===== config.mk =====
export PLATFORM = sky130hd
export DESIGN_NAME = clk_cal_seq
export DESIGN_NICKNAME = d
export VERILOG_FILES = /design/src/rtl/ccs_pkg.sv /design/src/rtl/ccs_bin2bcd.sv /design/src/rtl/ccs_bcd2bin.sv /design/src/rtl/ccs_field_addr.sv /design/src/rtl/clk_cal_seq.sv
export SDC_FILE = /design/constraint.sdc
export NUM_CORES = 1
export LEC_CHECK = 0
export BUFFER_PORTS_ARGS = -buffer_cell sky130_fd_sc_hd__buf_4
export CELL_PAD_IN_SITES_DETAIL_PLACEMENT = 0
export CELL_PAD_IN_SITES_GLOBAL_PLACEMENT = 1
export CORE_MARGIN = 2
export CORE_UTILIZATION = 49
export CTS_BUF_LIST = sky130_fd_sc_hd__clkbuf_2 sky130_fd_sc_hd__clkbuf_4 sky130_fd_sc_hd__clkbuf_8
export CTS_CLUSTER_SIZE = 8
export DETAILED_ROUTE_END_ITERATION = 7
export PLACE_DENSITY_LB_ADDON = 0.1
export SLEW_MARGIN = 10
export SYNTH_ARGS = -nofsm -noshare
export SYNTH_HDL_FRONTEND = slang
export SYNTH_HIERARCHICAL = 1
export SYNTH_SLANG_ARGS = --single-unit

===== constraint.sdc =====
create_clock -name clk -period 7.73 [get_ports clk]
set_input_delay 1.1595 -clock clk [delete_from_list [all_inputs] [get_ports clk]]
set_output_delay 1.1595 -clock clk [all_outputs]
set_load 0.005 [all_outputs]

===== src/rtl/ccs_pkg.sv =====
package ccs_pkg;

  localparam int FIELD_CNT = 7;
  localparam int IDX_W     = 3;

  // Field positions, in device transfer order
  localparam int F_SEC  = 0;
  localparam int F_MIN  = 1;
  localparam int F_HOUR = 2;
  localparam int F_MDAY = 3;
  localparam int F_MON  = 4;
  localparam int F_WDAY = 5;
  localparam int F_YEAR = 6;

  typedef enum logic [1:0] {
    XK_BIT_RD = 2'd0,
    XK_WR     = 2'd1,
    XK_RD     = 2'd2,
    XK_CMD    = 2'd3
  } xfer_kind_e;

  typedef enum logic [3:0] {
    S_RESYNC,
    S_PROBE_WR,
    S_PROBE_RD,
    S_CLR_STAT,
    S_IDLE,
    S_SNAP,
    S_RD_FLD,
    S_WR_FLD,
    S_COMMIT,
    S_RESP,
    S_FAULT
  } seq_state_e;

  function automatic logic [7:0] mod100(input logic [7:0] v);
    if (v >= 8'd200)      return v - 8'd200;
    else if (v >= 8'd100) return v - 8'd100;
    else                  return v;
  endfunction

endpackage


===== src/rtl/ccs_bin2bcd.sv =====
// Binary 0..99 to packed BCD using a reciprocal multiply for the divide by ten.
module ccs_bin2bcd (
  input  logic [7:0] bin_i,
  output logic [7:0] bcd_o
);
  logic [15:0] prod;
  logic [3:0]  tens;
  logic [7:0]  rem;

  always_comb begin
    prod  = 16'(bin_i) * 16'd205;
    tens  = 4'(prod >> 11);
    rem   = bin_i - {1'b0, tens, 3'b000} - {3'b000, tens, 1'b0};
    bcd_o = {tens, 4'(rem)};
  end
endmodule


===== src/rtl/ccs_bcd2bin.sv =====
// Packed BCD to binary: tens digit times ten plus units digit.
module ccs_bcd2bin (
  input  logic [7:0] bcd_i,
  output logic [7:0] bin_o
);
  always_comb begin
    bin_o = ({4'd0, bcd_i[7:4]} << 3) + ({4'd0, bcd_i[7:4]} << 1) + {4'd0, bcd_i[3:0]};
  end
endmodule


===== src/rtl/ccs_field_addr.sv =====
// Maps a field position to its device register address.
module ccs_field_addr #(
  parameter int              ADDR_W    = 4,
  parameter logic [ADDR_W-1:0] SEC_ADDR  = 4'd2,
  parameter logic [ADDR_W-1:0] MIN_ADDR  = 4'd3,
  parameter logic [ADDR_W-1:0] HOUR_ADDR = 4'd4,
  parameter logic [ADDR_W-1:0] MDAY_ADDR = 4'd5,
  parameter logic [ADDR_W-1:0] MON_ADDR  = 4'd6,
  parameter logic [ADDR_W-1:0] WDAY_ADDR = 4'd7,
  parameter logic [ADDR_W-1:0] YEAR_ADDR = 4'd8
) (
  input  logic [ccs_pkg::IDX_W-1:0] idx_i,
  output logic [ADDR_W-1:0]         addr_o
);
  always_comb begin
    case (idx_i)
      3'd0:    addr_o = SEC_ADDR;
      3'd1:    addr_o = MIN_ADDR;
      3'd2:    addr_o = HOUR_ADDR;
      3'd3:    addr_o = MDAY_ADDR;
      3'd4:    addr_o = MON_ADDR;
      3'd5:    addr_o = WDAY_ADDR;
      default: addr_o = YEAR_ADDR;
    endcase
  end
endmodule


===== src/rtl/clk_cal_seq.sv =====
module clk_cal_seq
  import ccs_pkg::*;
#(
  parameter int                ADDR_W      = 4,
  parameter int                RESYNC_BITS = 8,
  parameter logic [7:0]        PROBE_VAL   = 8'h33,
  parameter logic [ADDR_W-1:0] STAT_ADDR   = 4'd0,
  parameter logic [ADDR_W-1:0] SEC_ADDR    = 4'd2,
  parameter logic [ADDR_W-1:0] MIN_ADDR    = 4'd3,
  parameter logic [ADDR_W-1:0] HOUR_ADDR   = 4'd4,
  parameter logic [ADDR_W-1:0] MDAY_ADDR   = 4'd5,
  parameter logic [ADDR_W-1:0] MON_ADDR    = 4'd6,
  parameter logic [ADDR_W-1:0] WDAY_ADDR   = 4'd7,
  parameter logic [ADDR_W-1:0] YEAR_ADDR   = 4'd8,
  parameter logic [ADDR_W-1:0] SNAP_CMD    = 4'd14,
  parameter logic [ADDR_W-1:0] COMMIT_CMD  = 4'd15
) (
  input  logic              clk,
  input  logic              rst_n,
  input  logic              rd_valid_i,
  output logic              rd_ready_o,
  input  logic              set_valid_i,
  output logic              set_ready_o,
  input  logic [7:0]        set_sec_i,
  input  logic [7:0]        set_min_i,
  input  logic [7:0]        set_hour_i,
  input  logic [7:0]        set_mday_i,
  input  logic [7:0]        set_mon_i,
  input  logic [7:0]        set_wday_i,
  input  logic [7:0]        set_year_i,
  output logic              time_valid_o,
  input  logic              time_ready_i,
  output logic [7:0]        tm_sec_o,
  output logic [7:0]        tm_min_o,
  output logic [7:0]        tm_hour_o,
  output logic [7:0]        tm_mday_o,
  output logic [7:0]        tm_mon_o,
  output logic [7:0]        tm_wday_o,
  output logic [7:0]        tm_year_o,
  output logic              dev_ok_o,
  output logic              dev_fault_o,
  output logic              err_o,
  output logic              xfer_req_o,
  output logic [1:0]        xfer_kind_o,
  output logic [ADDR_W-1:0] xfer_addr_o,
  output logic [7:0]        xfer_wdata_o,
  input  logic              xfer_done_i,
  input  logic [7:0]        xfer_rdata_i
);

  localparam int CNT_W = (RESYNC_BITS > 1) ? $clog2(RESYNC_BITS) : 1;
  localparam logic [CNT_W-1:0] CNT_LAST = CNT_W'(RESYNC_BITS - 1);
  localparam logic [IDX_W-1:0] IDX_LAST = IDX_W'(FIELD_CNT - 1);
  localparam logic [7:0]       STAT_CLEAR = 8'h00;

  seq_state_e       st_q;
  logic             wait_q;
  logic [CNT_W-1:0] cnt_q;
  logic [IDX_W-1:0] idx_q;
  logic             dev_ok_q;
  logic             err_q;
  logic [7:0]       rd_bcd_q [FIELD_CNT];
  logic [7:0]       wr_bin_q [FIELD_CNT];

  logic [7:0]        rd_bin [FIELD_CNT];
  logic [7:0]        wr_bcd [FIELD_CNT];
  logic [7:0]        set_in [FIELD_CNT];
  logic [ADDR_W-1:0] fld_addr;
  logic              is_op;
  logic              reject;
  logic              rd_fire;
  logic              set_fire;
  xfer_kind_e        kind;

  // Host field staging: month to one-based, year to two digits
  always_comb begin
    set_in[F_SEC]  = set_sec_i;
    set_in[F_MIN]  = set_min_i;
    set_in[F_HOUR] = set_hour_i;
    set_in[F_MDAY] = set_mday_i;
    set_in[F_MON]  = set_mon_i + 8'd1;
    set_in[F_WDAY] = set_wday_i;
    set_in[F_YEAR] = mod100(set_year_i);
  end

  for (genvar g = 0; g < FIELD_CNT; g++) begin : g_conv
    ccs_bin2bcd u_enc (.bin_i(wr_bin_q[g]), .bcd_o(wr_bcd[g]));
    ccs_bcd2bin u_dec (.bcd_i(rd_bcd_q[g]), .bin_o(rd_bin[g]));
  end

  ccs_field_addr #(
    .ADDR_W(ADDR_W), .SEC_ADDR(SEC_ADDR), .MIN_ADDR(MIN_ADDR),
    .HOUR_ADDR(HOUR_ADDR), .MDAY_ADDR(MDAY_ADDR), .MON_ADDR(MON_ADDR),
    .WDAY_ADDR(WDAY_ADDR), .YEAR_ADDR(YEAR_ADDR)
  ) u_faddr (
    .idx_i (idx_q),
    .addr_o(fld_addr)
  );

  // Handshake: all requests are swallowed (and flagged) until the device is ready
  always_comb begin
    reject      = !dev_ok_q;
    rd_ready_o  = reject || (st_q == S_IDLE);
    set_ready_o = reject || ((st_q == S_IDLE) && !rd_valid_i);
    rd_fire     = rd_valid_i && rd_ready_o;
    set_fire    = set_valid_i && set_ready_o;
  end

  always_comb begin
    unique case (st_q)
      S_RESYNC, S_PROBE_WR, S_PROBE_RD, S_CLR_STAT,
      S_SNAP, S_RD_FLD, S_WR_FLD, S_COMMIT: is_op = 1'b1;
      default:                              is_op = 1'b0;
    endcase
  end

  // Transaction decode per state
  always_comb begin
    kind         = XK_BIT_RD;
    xfer_addr_o  = '0;
    xfer_wdata_o = 8'h00;
    case (st_q)
      S_PROBE_WR: begin kind = XK_WR;  xfer_addr_o = SEC_ADDR; xfer_wdata_o = PROBE_VAL; end
      S_PROBE_RD: begin kind = XK_RD;  xfer_addr_o = SEC_ADDR; end
      S_CLR_STAT: begin kind = XK_WR;  xfer_addr_o = STAT_ADDR; xfer_wdata_o = STAT_CLEAR; end
      S_SNAP:     begin kind = XK_CMD; xfer_addr_o = SNAP_CMD; end
      S_RD_FLD:   begin kind = XK_RD;  xfer_addr_o = fld_addr; end
      S_WR_FLD:   begin kind = XK_WR;  xfer_addr_o = fld_addr; xfer_wdata_o = wr_bcd[idx_q]; end
      S_COMMIT:   begin kind = XK_CMD; xfer_addr_o = COMMIT_CMD; end
      default:    ;
    endcase
    xfer_kind_o = kind;
    xfer_req_o  = is_op && !wait_q;
  end

  always_ff @(posedge clk or negedge rst_n) begin
    if (!rst_n) begin
      st_q     <= S_RESYNC;
      wait_q   <= 1'b0;
      cnt_q    <= '0;
      idx_q    <= '0;
      dev_ok_q <= 1'b0;
      err_q    <= 1'b0;
      for (int i = 0; i < FIELD_CNT; i++) begin
        rd_bcd_q[i] <= 8'h00;
        wr_bin_q[i] <= 8'h00;
      end
    end else begin
      err_q <= reject && (rd_fire || set_fire);

      if (is_op) begin
        if (!wait_q) begin
          wait_q <= 1'b1;
        end else if (xfer_done_i) begin
          wait_q <= 1'b0;
          case (st_q)
            S_RESYNC: begin
              if (cnt_q == CNT_LAST) st_q <= S_PROBE_WR;
              else                   cnt_q <= cnt_q + 1'b1;
            end
            S_PROBE_WR: st_q <= S_PROBE_RD;
            S_PROBE_RD: st_q <= (xfer_rdata_i == PROBE_VAL) ? S_CLR_STAT : S_FAULT;
            S_CLR_STAT: begin
              st_q     <= S_IDLE;
              dev_ok_q <= 1'b1;
            end
            S_SNAP: begin
              st_q  <= S_RD_FLD;
              idx_q <= '0;
            end
            S_RD_FLD: begin
              rd_bcd_q[idx_q] <= xfer_rdata_i;
              if (idx_q == IDX_LAST) st_q <= S_RESP;
              else                   idx_q <= idx_q + 1'b1;
            end
            S_WR_FLD: begin
              if (idx_q == IDX_LAST) st_q <= S_COMMIT;
              else                   idx_q <= idx_q + 1'b1;
            end
            default: st_q <= S_IDLE;
          endcase
        end
      end else begin
        case (st_q)
          S_IDLE: begin
            if (rd_fire) begin
              st_q <= S_SNAP;
            end else if (set_fire) begin
              st_q  <= S_WR_FLD;
              idx_q <= '0;
              for (int i = 0; i < FIELD_CNT; i++) wr_bin_q[i] <= set_in[i];
            end
          end
          S_RESP: if (time_ready_i) st_q <= S_IDLE;
          default: ;
        endcase
      end
    end
  end

  always_comb begin
    time_valid_o = (st_q == S_RESP);
    dev_ok_o     = dev_ok_q;
    dev_fault_o  = (st_q == S_FAULT);
    err_o        = err_q;
    tm_sec_o     = rd_bin[F_SEC];
    tm_min_o     = rd_bin[F_MIN];
    tm_hour_o    = rd_bin[F_HOUR];
    tm_mday_o    = rd_bin[F_MDAY];
    tm_mon_o     = rd_bin[F_MON] - 8'd1;
    tm_wday_o    = rd_bin[F_WDAY];
    tm_year_o    = rd_bin[F_YEAR] + 8'd100;
  end

endmodule


; Word-level counts from Yosys, hierarchy flattened
; Memories as Yosys holds them, arrays and structs flattened.
; Cells that the tools add are included.
[op_classes]
reduce_logical = 28
eq_ne = 28
addsub = 35
magnitude_cmp = 4
n_mul = 7
muxes = 34
bitwise_logic = 4
[ops]
columns = cell, n
row1 = 8-bit by 8-bit multiplier with 15-bit output (second input constant), 7
row2 = 7-bit by 5-bit adder with 8-bit output, 7
row3 = 8-bit by 4-bit adder with 8-bit output, 7
row4 = 56-bit bitwise mux, 1
row5 = 4-bit subtractor, 14
row6 = 4-bit one-hot mux with 6 select lines, 2
row7 = 4-bit two-way mux, 10
row8 = 8-bit two-way mux, 5
row9 = 8-bit binary-select mux with 3-bit select, 1
row10 = 8-bit demux with 3-bit select, 1
row11 = 3-bit two-way mux, 7
row12 = 4-bit by 3-bit == test with 1-bit output (second input constant), 4
row13 = 4-bit one-hot mux with 4 select lines, 1
row14 = 8-bit one-hot mux with 2 select lines, 1
row15 = 3-bit == test (second input constant), 4
row16 = 4-bit == test (second input constant), 3
row17 = 3-bit != test (second input constant), 4
row18 = 4-bit AND reduction, 3
row19 = 8-bit by 1-bit adder with 8-bit output (second input constant), 1
row20 = 8-bit by 7-bit adder with 8-bit output (second input constant), 1
row21 = 4-bit by 2-bit == test with 1-bit output (second input constant), 2
row22 = 8-bit by 6-bit == test with 1-bit output (second input constant), 1
row23 = 8-bit by 7-bit >= comparator with 1-bit output (second input constant), 1
row24 = 8-bit >= comparator (second input constant), 1
row25 = other kinds (31), 51
[totals]
word_cells = 161
n_memories = 1
ff_bits = 125
romBits = 16
inputBits = 70
output_inout_bits = 77
[memory_table]
columns = name, depth, word_bits, read_ports, rd_clocked_by_memory_dff, write_ports, line
row1 = (name not given), 16, 1, 1, 0, 0, clk_cal_seq.sv:110  ; unique case (st_q)

; Longest topological paths before layout
; Gate-level depths: netlist (run 1).
[logic_depth]
ltp_word = 8
mapped_depth = 24
ltp_nobuf = 24

; Modules after synthesis
; The synthesis (run 1) kept the hierarchy.
[modules_own_cells]
columns = mod, area_per_inst_um2, cells_each, n_inst
row1 = clk_cal_seq, 6198.4, 604, 1
row2 = ccs_bin2bcd (g_conv[0].u_enc ...), 1219.9, 132, 2
row3 = ccs_bin2bcd (g_conv[3].u_enc ...), 1128.6, 119, 2
row4 = ccs_bcd2bin, 224.0, 26, 7
row5 = ccs_bin2bcd (g_conv[5].u_enc), 1217.4, 133, 1
row6 = ccs_bin2bcd (g_conv[2].u_enc), 1121.1, 120, 1
row7 = ccs_bin2bcd (g_conv[6].u_enc), 1112.3, 120, 1
row8 = ccs_field_addr, 27.5, 4, 1

; Worst setup path after synthesis (run 1)
; OpenSTA, ideal clock, no wires.
[synth_timing]
kind = reg-to-output
from = reg wr_bin_q[9] in the netlist's numbering
to = out xfer_wdata_o[3]
path_stages_with_launch = 23
t_arrival_ns = 5.620
slack_ns = 0.950
t_required_ns = 6.570
n_path_buf = 0
path_cell_list = dfrtp_1 > ha_1 > fa_1 > fa_1 > inv_1 > fa_1 > inv_1 > ha_1 > a2111oi_0 > o211ai_1 > o211a_1 > xor2_1 > ha_1 > nor3b_1 > or4b_1 > o221a_1 > nand2_2 > xnor3_1 > mux2i_1 > mux2_2 > o22ai_1 > a31oi_1 > nor2_1
[synth_rtl]
columns = element, line
row1 = from (decl), clk_cal_seq.sv:63  ; logic [7:0] wr_bin_q [FIELD_CNT];
row2 = "from (signal, indexed assignment)", clk_cal_seq.sv:146  ; wr_bin_q[i] <= 8'h00;
row3 = to (decl), clk_cal_seq.sv:46  ; output logic [7:0] xfer_wdata_o,

==> impl_metrics.py, run 1 <==
metrics = {
    "place": {
        "routabilityCongestion": 0.825,
        "port_buffers": 146,
        "hpwl_um": 30300,
    },
    "drt": {
        "remaining_drc_errors": 0,
        "ant_nets": 0,
        "first_pass_iters": 5,
        "drt_first_iter_violations": 456,
        "wl_per_cell_um": 16.4,
        "drt-total-wl_um": 37200,
        "avgViaCountPerCell": 5.20,
        "vias": 11840,
    },
    "die": {
        "ios": 147,
        "start_util_pct": 49.4,
        "dieArea_um2": 34000,
        "core_um2": 32300,
        "rows": 66,
        "dieWidth_um": 184,
        "die_h_um": 184,
    },
    "layout": {
        "nets": 2338,
        "multi_input_area_um2": 11900,
        "syn_to_final_growth_pct": 15.0,
        "diodes": 0,
        "register_area_um2": 3150,
        "fillers": 2964,
        "drive_gt1_share_pct": 20.1,
    },
    "yosys": {
        "synth_cells": 1665,
        "syn_area_um2": 15900,
        "synth_commonest_cells": "ha_1 (355), inv_1 (287), nand2_1 (185), dfrtp_1 (125), fa_1 (91)",
        "ys_seq_area_share_pct": 19.6,
        "synth_seq_cells": 125,
        "ys_top_cells_by_area": "ha_1 (28%), dfrtp_1 (20%), fa_1 (11%)",
        "ys_dominant_reg_cell": "dfrtp_1",
        "synth.yosys.warnings": 6,
        "async_reset_ff_share_pct": 100,
        "synth_top_area_cell": "ha_1",
        "yosysMostFrequentCell": "ha_1",
        "synth_edf_count": 0,
        "synth_nets": 2181,
        "synth_area_per_cell_um2": 9.57,
        "synth_top_area_share_pct": 27.9,
        "synth_cell_types": 76,
    },
    "worst_setup_path": {
        "critPathMostFrequentCell": "inv_1",
        "cp.arrival_ns": 6.33,
        "worst_setup_path_end_kind": "output pin",
        "path_cells": "ha_4 -> inv_1 -> ha_1 -> inv_1 -> fa_1 -> fa_1 -> inv_1 -> ha_4 -> a2111oi_4 -> o211ai_1 -> o211a_1 -> xor2_2 -> ha_1 -> nor3b_2 -> or4b_1 -> o221a_1 -> nand2_1 -> xnor3_1 -> mux2i_1 -> mux2_2 -> o22ai_2 -> a31oi_1 -> nor2_1 -> buf_4",
        "max_stage_delay_ns": 0.54,
        "rrSetupSlack_ns": 5.09,
        "cp.required_ns": 6.57,
        "crit_fanout": 5,
        "cp_slowest_cell": "fa_1",
        "cp-start-kind": "flop",
        "crit_type": "reg2out",
    },
    "grt": {
        "grt_pass1_vias": 12193,
        "grt_max_degree": 82,
        "antenna_found_initial": 0,
        "grtUsageTotal_pct": 22.9,
        "grt_pass1_wl_um": 61400,
        "grt.overflow.total": 0,
    },
    "cts": {
        "cts.sinks": 125,
        "cts_root_buf": "clkbuf_8",
        "cts_tree": "built",
        "numCtsBuffers": 17,
        "clkLatencyLatePin_ns": 0.48,
        "htreeDepth": 4,
        "cts.path.max_buffers": 2,
        "clkTransAtPathRegs_ns": 0.09,
        "holdBufCountCts": 0,
    },
    "timing": {
        "worst_slew_pin_slew_ns": 1.07,
        "fin_skew_ns": 0.00897,
        "setup_violations": 0,
        "hold_viol_final": 0,
        "drv_slew": 0,
        "slew_headroom_pct": 28.4,
        "fin_crit_sh_pct": 96.9,
        "finalCriticalPeriod_ns": 7.49,
        "max_freq_mhz": 133,
        "final.setup.tns_ns": 0,
    },
    "run_status": {
        "status": "finished, final reports clean",
    },
    "flow_run": {
        "max_cap_violations": 0,
    },
    "min_path": {
        "hold_class": "reg2reg",
    },
}
-- worst max-delay path: cells and delay by family (launching register included) --
family,cells,cell delay (ns)
fa+ha+maj,6,2.13
compound gates,6,1.23
simple gates,4,0.94
flops,1,0.49
xor+xnor,2,0.37
buf+inv,4,0.36
mux,2,0.33
-- stage by stage --
| step | hold WS [ns] | utilization (%) | area [um2] | instances | setup WS, ns |
|---|---|---|---|---|---|
| after floorplan | 0.453 | - | 15900 | 1665 | 0.950 |
| after global placement | 0.471 | 54.1 | 17500 | 2220 | 0.462 |
| after detailed placement | 0.474 | 54.1 | 17500 | 2220 | 0.341 |
| after CTS | 0.489 | 55.6 | 17900 | 2261 | 0.00739 |
| after global routing | 0.517 | 56.8 | 18300 | 2277 | -0.0554 |
| final | 0.482 | 56.8 | 18300 | 2277 | 0.236 |
-- final cells by class --
class / instances / share of cell area, %
multi-input combinational: 1215 / 64.6
inverter: 287 / 5.87
sequential: 125 / 17.2
timing repair buffer: 176 / 7.21
clock buffer: 19 / 1.39
clock inverter: 13 / 0.716
tap: 442 / 3.02
-- routing by layer --
| layer | track usage, % | part of all wire, % | vias to the layer above |
|---|---|---|---|
| met1 | 30.8 | 48 | 5751 |
| li1 | - | - | 5909 |
| met3 | 2.77 | 2.8 | 22 |
| met4 | 4.93 | 0.92 | 0 |
| met5 | 0 | 0 | - |
| met2 | 39.6 | 48 | 158 |
-- sequential cells by signal, summed over array words and instances (netlist names) --
register / flops
wr_bin_q: 56
dev_ok_o: 1
wait_q: 1
st_q: 4
idx_q: 3
rd_bcd_q: 56
cnt_q: 3
err_o: 1
-- worst paths after layout --
kind / start / to / cells after the start
max: wr_bin_q[41] / xfer_wdata_o[3] / 24
min: cnt_q[0] / cnt_q[0] / 1
max reg2reg: idx_q[0] / st_q[1] / 7
min reg2reg: cnt_q[0] / cnt_q[0] / 1
max in group asynchronous: rst_n / wr_bin_q[9] / 2
min in group asynchronous: rst_n / wr_bin_q[38] / 1
-- layout by cell type (no fill, tap or decap), types with 11 or more instances in the layout --
master / synthesis / routed
xnor2_1: 76 / 76
a21oi_2: 12 / 12
a21o_1: 20 / 20
a21oi_1: 44 / 44
nand2b_1: 12 / 12
mux2_2: 63 / 63
nor3_1: 11 / 11
a211oi_1: 12 / 12
fa_1: 91 / 91
ha_4: 0 / 15
nand2_1: 185 / 185
clkbuf_8: 0 / 18
nand3_1: 22 / 22
nand4_1: 13 / 13
ha_1: 355 / 333
nor2_1: 66 / 66
inv_1: 287 / 286
o21ai_0: 35 / 35
buf_4: 7 / 176
dfrtp_2: 0 / 14
dfrtp_1: 125 / 111
xor2_1: 28 / 26
-- cell families after synthesis --
family                   count (synthesis)  share of synthesized area (%)
AND/OR/NAND/NOR                        373                           11.1
XOR/XNOR                               111                           6.70
buffers and inverters                  325                           7.87
adder cells (fa/ha/maj)                446                           39.3
flip-flops                             125                           19.6
AO/OA/AOI/OAI                          205                           9.34
multiplexers                            80                           6.07
-- timing repair --
item                       CTS  global route
pin swaps                    7            15
gates resized for setup      7            46
setup buffers                9            16
setup endpoints to repair    1             1
Power of run 1 is left out: the tool's default activity adds up to more than one toggle a clock period on the data nets, which glitch-free logic cannot reach.
==> run 2, diff against run 1 <==
ABC_AREA = 1   (was unset)
CORE_UTILIZATION = 47   (was 49)
RECOVER_POWER = 50   (was unset)
==> run 2 against run 1 <==
The run now ends with capacitance limit, slew limit left. Setup slack better by 1.2 ns. Fmax increased by 19%. Highest routed layer unchanged. Global-route usage about the same. Wire length rose by 10%. Area after synthesis is 7.2% higher. Count of clock-buffer cells in the layout decreased by 2. Via count rose by 19%. Synthesized cell count is 35% higher. Core utilization shrank 3.5 points. Critical path type unchanged. Final cell count grew 25%. Cell area rose by 3.6%.
==> impl_metrics.py, run 2 <==
metrics = {
    "worst_setup_path": {
        "rr_endpoint": "idx_q[2]",
        "cp_slowest_cell": "fa_1",
        "cp.arrival_ns": 5.15,
        "regToRegStartpoint": "st_q[3]",
        "rrSetupSlack_ns": 3.87,
        "max_stage_delay_ns": 0.55,
        "cp-start-kind": "flop",
        "reg2regPathDepth": 10,
        "cp.required_ns": 6.57,
        "crit_type": "reg2out",
        "worst_setup_path_end_kind": "output pin",
        "crit_fanout": 5,
    },
    "layout": {
        "mostFrequentLayoutCell": "nand2_1",
        "syn_to_final_growth_pct": 11.2,
        "fin_area_um2": 19000,
        "reg_top3": "rd_bcd_q: 56 flops, wr_bin_q: 56 flops, st_q: 4 flops",
        "nets": 2898,
        "fin_util_pct": 53.3,
        "diodes": 0,
        "drive_gt1_share_pct": 12.4,
        "final_cell_mix": "nand2_1 (606), inv_1 (456), ha_1 (355)",
    },
    "power_and_ir_drop": {
        "p_total_mw": 1.39,
        "ir_worst_vdd_mv": 0.0887,
        "p_leak_nw": 11.8,
        "powerDensity_nw_per_um2": 73.0,
    },
    "place": {
        "hpwl_um": 33900,
        "routabilityCongestion": 0.893,
        "port_buffers": 146,
        "place_ws_ns": 1.93,
        "dpl_cell_area_um2": 18600,
    },
    "yosys": {
        "async_reset_ff_share_pct": 100,
        "ys_dominant_reg_cell": "dfrtp_1",
        "synth_area_per_cell_um2": 7.62,
        "synth_top_area_cell": "ha_1",
        "synth_commonest_cells": "nand2_1 (603), inv_1 (456), ha_1 (355), dfrtp_1 (125), nand3_1 (93)",
        "ys_top_cells_by_area": "ha_1 (26%), dfrtp_1 (18%), nand2_1 (13%)",
        "synth_cell_types": 40,
        "synth_seq_cells": 125,
        "syn_area_um2": 17100,
        "yosysMostFrequentCell": "nand2_1",
        "ys_seq_area_share_pct": 18.3,
        "synth_edf_count": 0,
        "synth_nets": 2758,
        "synth_cells": 2242,
        "synth.yosys.warnings": 6,
        "synth_top_area_share_pct": 26.0,
    },
    "drt": {
        "vias": 14110,
        "drt-total-wl_um": 41100,
        "avgViaCountPerCell": 4.94,
        "remaining_drc_errors": 0,
        "wl_per_cell_um": 14.4,
        "first_pass_iters": 5,
        "ant_nets": 0,
        "drt_first_iter_violations": 594,
    },
    "grt": {
        "grt_max_degree": 76,
        "grt_pass1_vias": 14580,
        "antenna_found_initial": 0,
        "grtUsageTotal_pct": 22.9,
        "grt.overflow.total": 0,
        "grt_pass1_wl_um": 70600,
    },
    "timing": {
        "hold_viol_final": 0,
        "grt_setup_unrepaired": "no",
        "finalCriticalPeriod_ns": 6.31,
        "final.setup.tns_ns": 0,
        "slew_headroom_pct": -201,
        "drv_slew": 138,
        "max_freq_mhz": 159,
        "fin_ws_ns": 1.42,
        "setup_violations": 0,
        "fin_skew_ns": 0.0164,
        "worst_slew_pin_slew_ns": 4.51,
        "fin_crit_sh_pct": 81.6,
    },
    "cts": {
        "cts.path.max_buffers": 2,
        "cts.sinks": 125,
        "numCtsBuffers": 17,
        "clkLatencyLatePin_ns": 0.49,
        "cts_root_buf": "clkbuf_8",
        "post_cts_buffers": 0,
        "clkTransAtPathRegs_ns": 0.10,
        "holdBufCountCts": 0,
        "htreeDepth": 4,
        "cts-resized-gates": 0,
        "cts_tree": "built",
    },
    "die": {
        "start_util_pct": 47.9,
        "core_um2": 35700,
        "rows": 69,
        "ios": 147,
        "dieArea_um2": 37900,
        "die_h_um": 195,
        "dieWidth_um": 195,
    },
    "flow_run": {
        "max_cap_violations": 2,
    },
    "min_path": {
        "min_from": "cnt_q[0]",
        "hold_end": "cnt_q[0]",
        "hold_class": "reg2reg",
        "hold_depth": 1,
    },
    "run_status": {
        "violations": "capacitance limit, slew limit",
        "status": "complete, but fails checks",
    },
}
[run 2: changes by cell type after synthesis, sizes merged, moves of 16 or more]
cell    before  now
nand3       22  123
nand2      186  645
clkbuf      23    7
nor2        67  116
o21ai       37   82
inv        287  467
a21o        20    2
mux2        63    2
[run 2: final cells by class]
class	count	area, um2
multi-input combinational	1623	12000
fill	3499	16700
tap	461	577
clock inverter	15	196
inverter	467	1750
clock buffer	17	234
timing repair buffer	148	1100
sequential	125	3130
[run 2: per-stage QoR]
step / hold slack, ns / std cells
detailed placement: 0.481 / 2824
global route: 0.543 / 2856
global placement: 0.470 / 2824
finish: 0.497 / 2856
CTS: 0.501 / 2856
floorplan: 0.453 / 2242
[run 2: worst max-delay path by stage]
stage,from,end,slack (ns),cells after the start
floorplan,wr_bin_q[33],xfer_wdata_o[3],2.39,25
global placement,wr_bin_q[33],xfer_wdata_o[3],1.95,26
detailed placement,wr_bin_q[49],xfer_wdata_o[3],1.93,26
CTS,wr_bin_q[41],xfer_wdata_o[3],1.32,25
global route,wr_bin_q[17],xfer_wdata_o[3],0.98,24
finish,wr_bin_q[42],xfer_wdata_o[3],1.42,26
[run 2: logic make-up (layout without fill, tap and decap cells)]
logic type	Yosys count	count (layout)	share of synthesized area, %
and+or+nand+nor	917	917	23.6
buffers and inverters	494	647	11.3
adders and majority gates	446	446	36.6
AOI/OAI and AO/OA	176	176	5.83
DFF	125	125	18.3
xor gates and xnor gates	82	82	4.20
muxes	2	2	0.132
[run 2: power by group]
| group | switching, mW | internal (mW) |
|---|---|---|
| Combinational | 0.0430 | 0.0298 |
| Sequential | 0.0000686 | 0.654 |
| Clock | 0.353 | 0.307 |
[run 2: routing by layer]
metal / track usage [%] / up-vias / share of wire [%]
met5: 0 / - / 0
li1: - / 7282 / -
met4: 4.84 / 0 / 1.2
met3: 2.65 / 27 / 2.5
met1: 29.4 / 6617 / 47
met2: 41.5 / 184 / 49
[run 2: critical path: cells and delay by family, from the launching register on]
| family | cells | cell delay, ns |
|---|---|---|
| AOI/OAI and AO/OA | 3 | 0.44 |
| buffers and inverters | 6 | 0.44 |
| and+or+nand+nor | 9 | 0.61 |
| adders and majority gates | 6 | 2.34 |
| DFF | 1 | 0.46 |
| xor gates and xnor gates | 2 | 0.37 |
No activity file was read; power rests on OpenSTA's default activity.
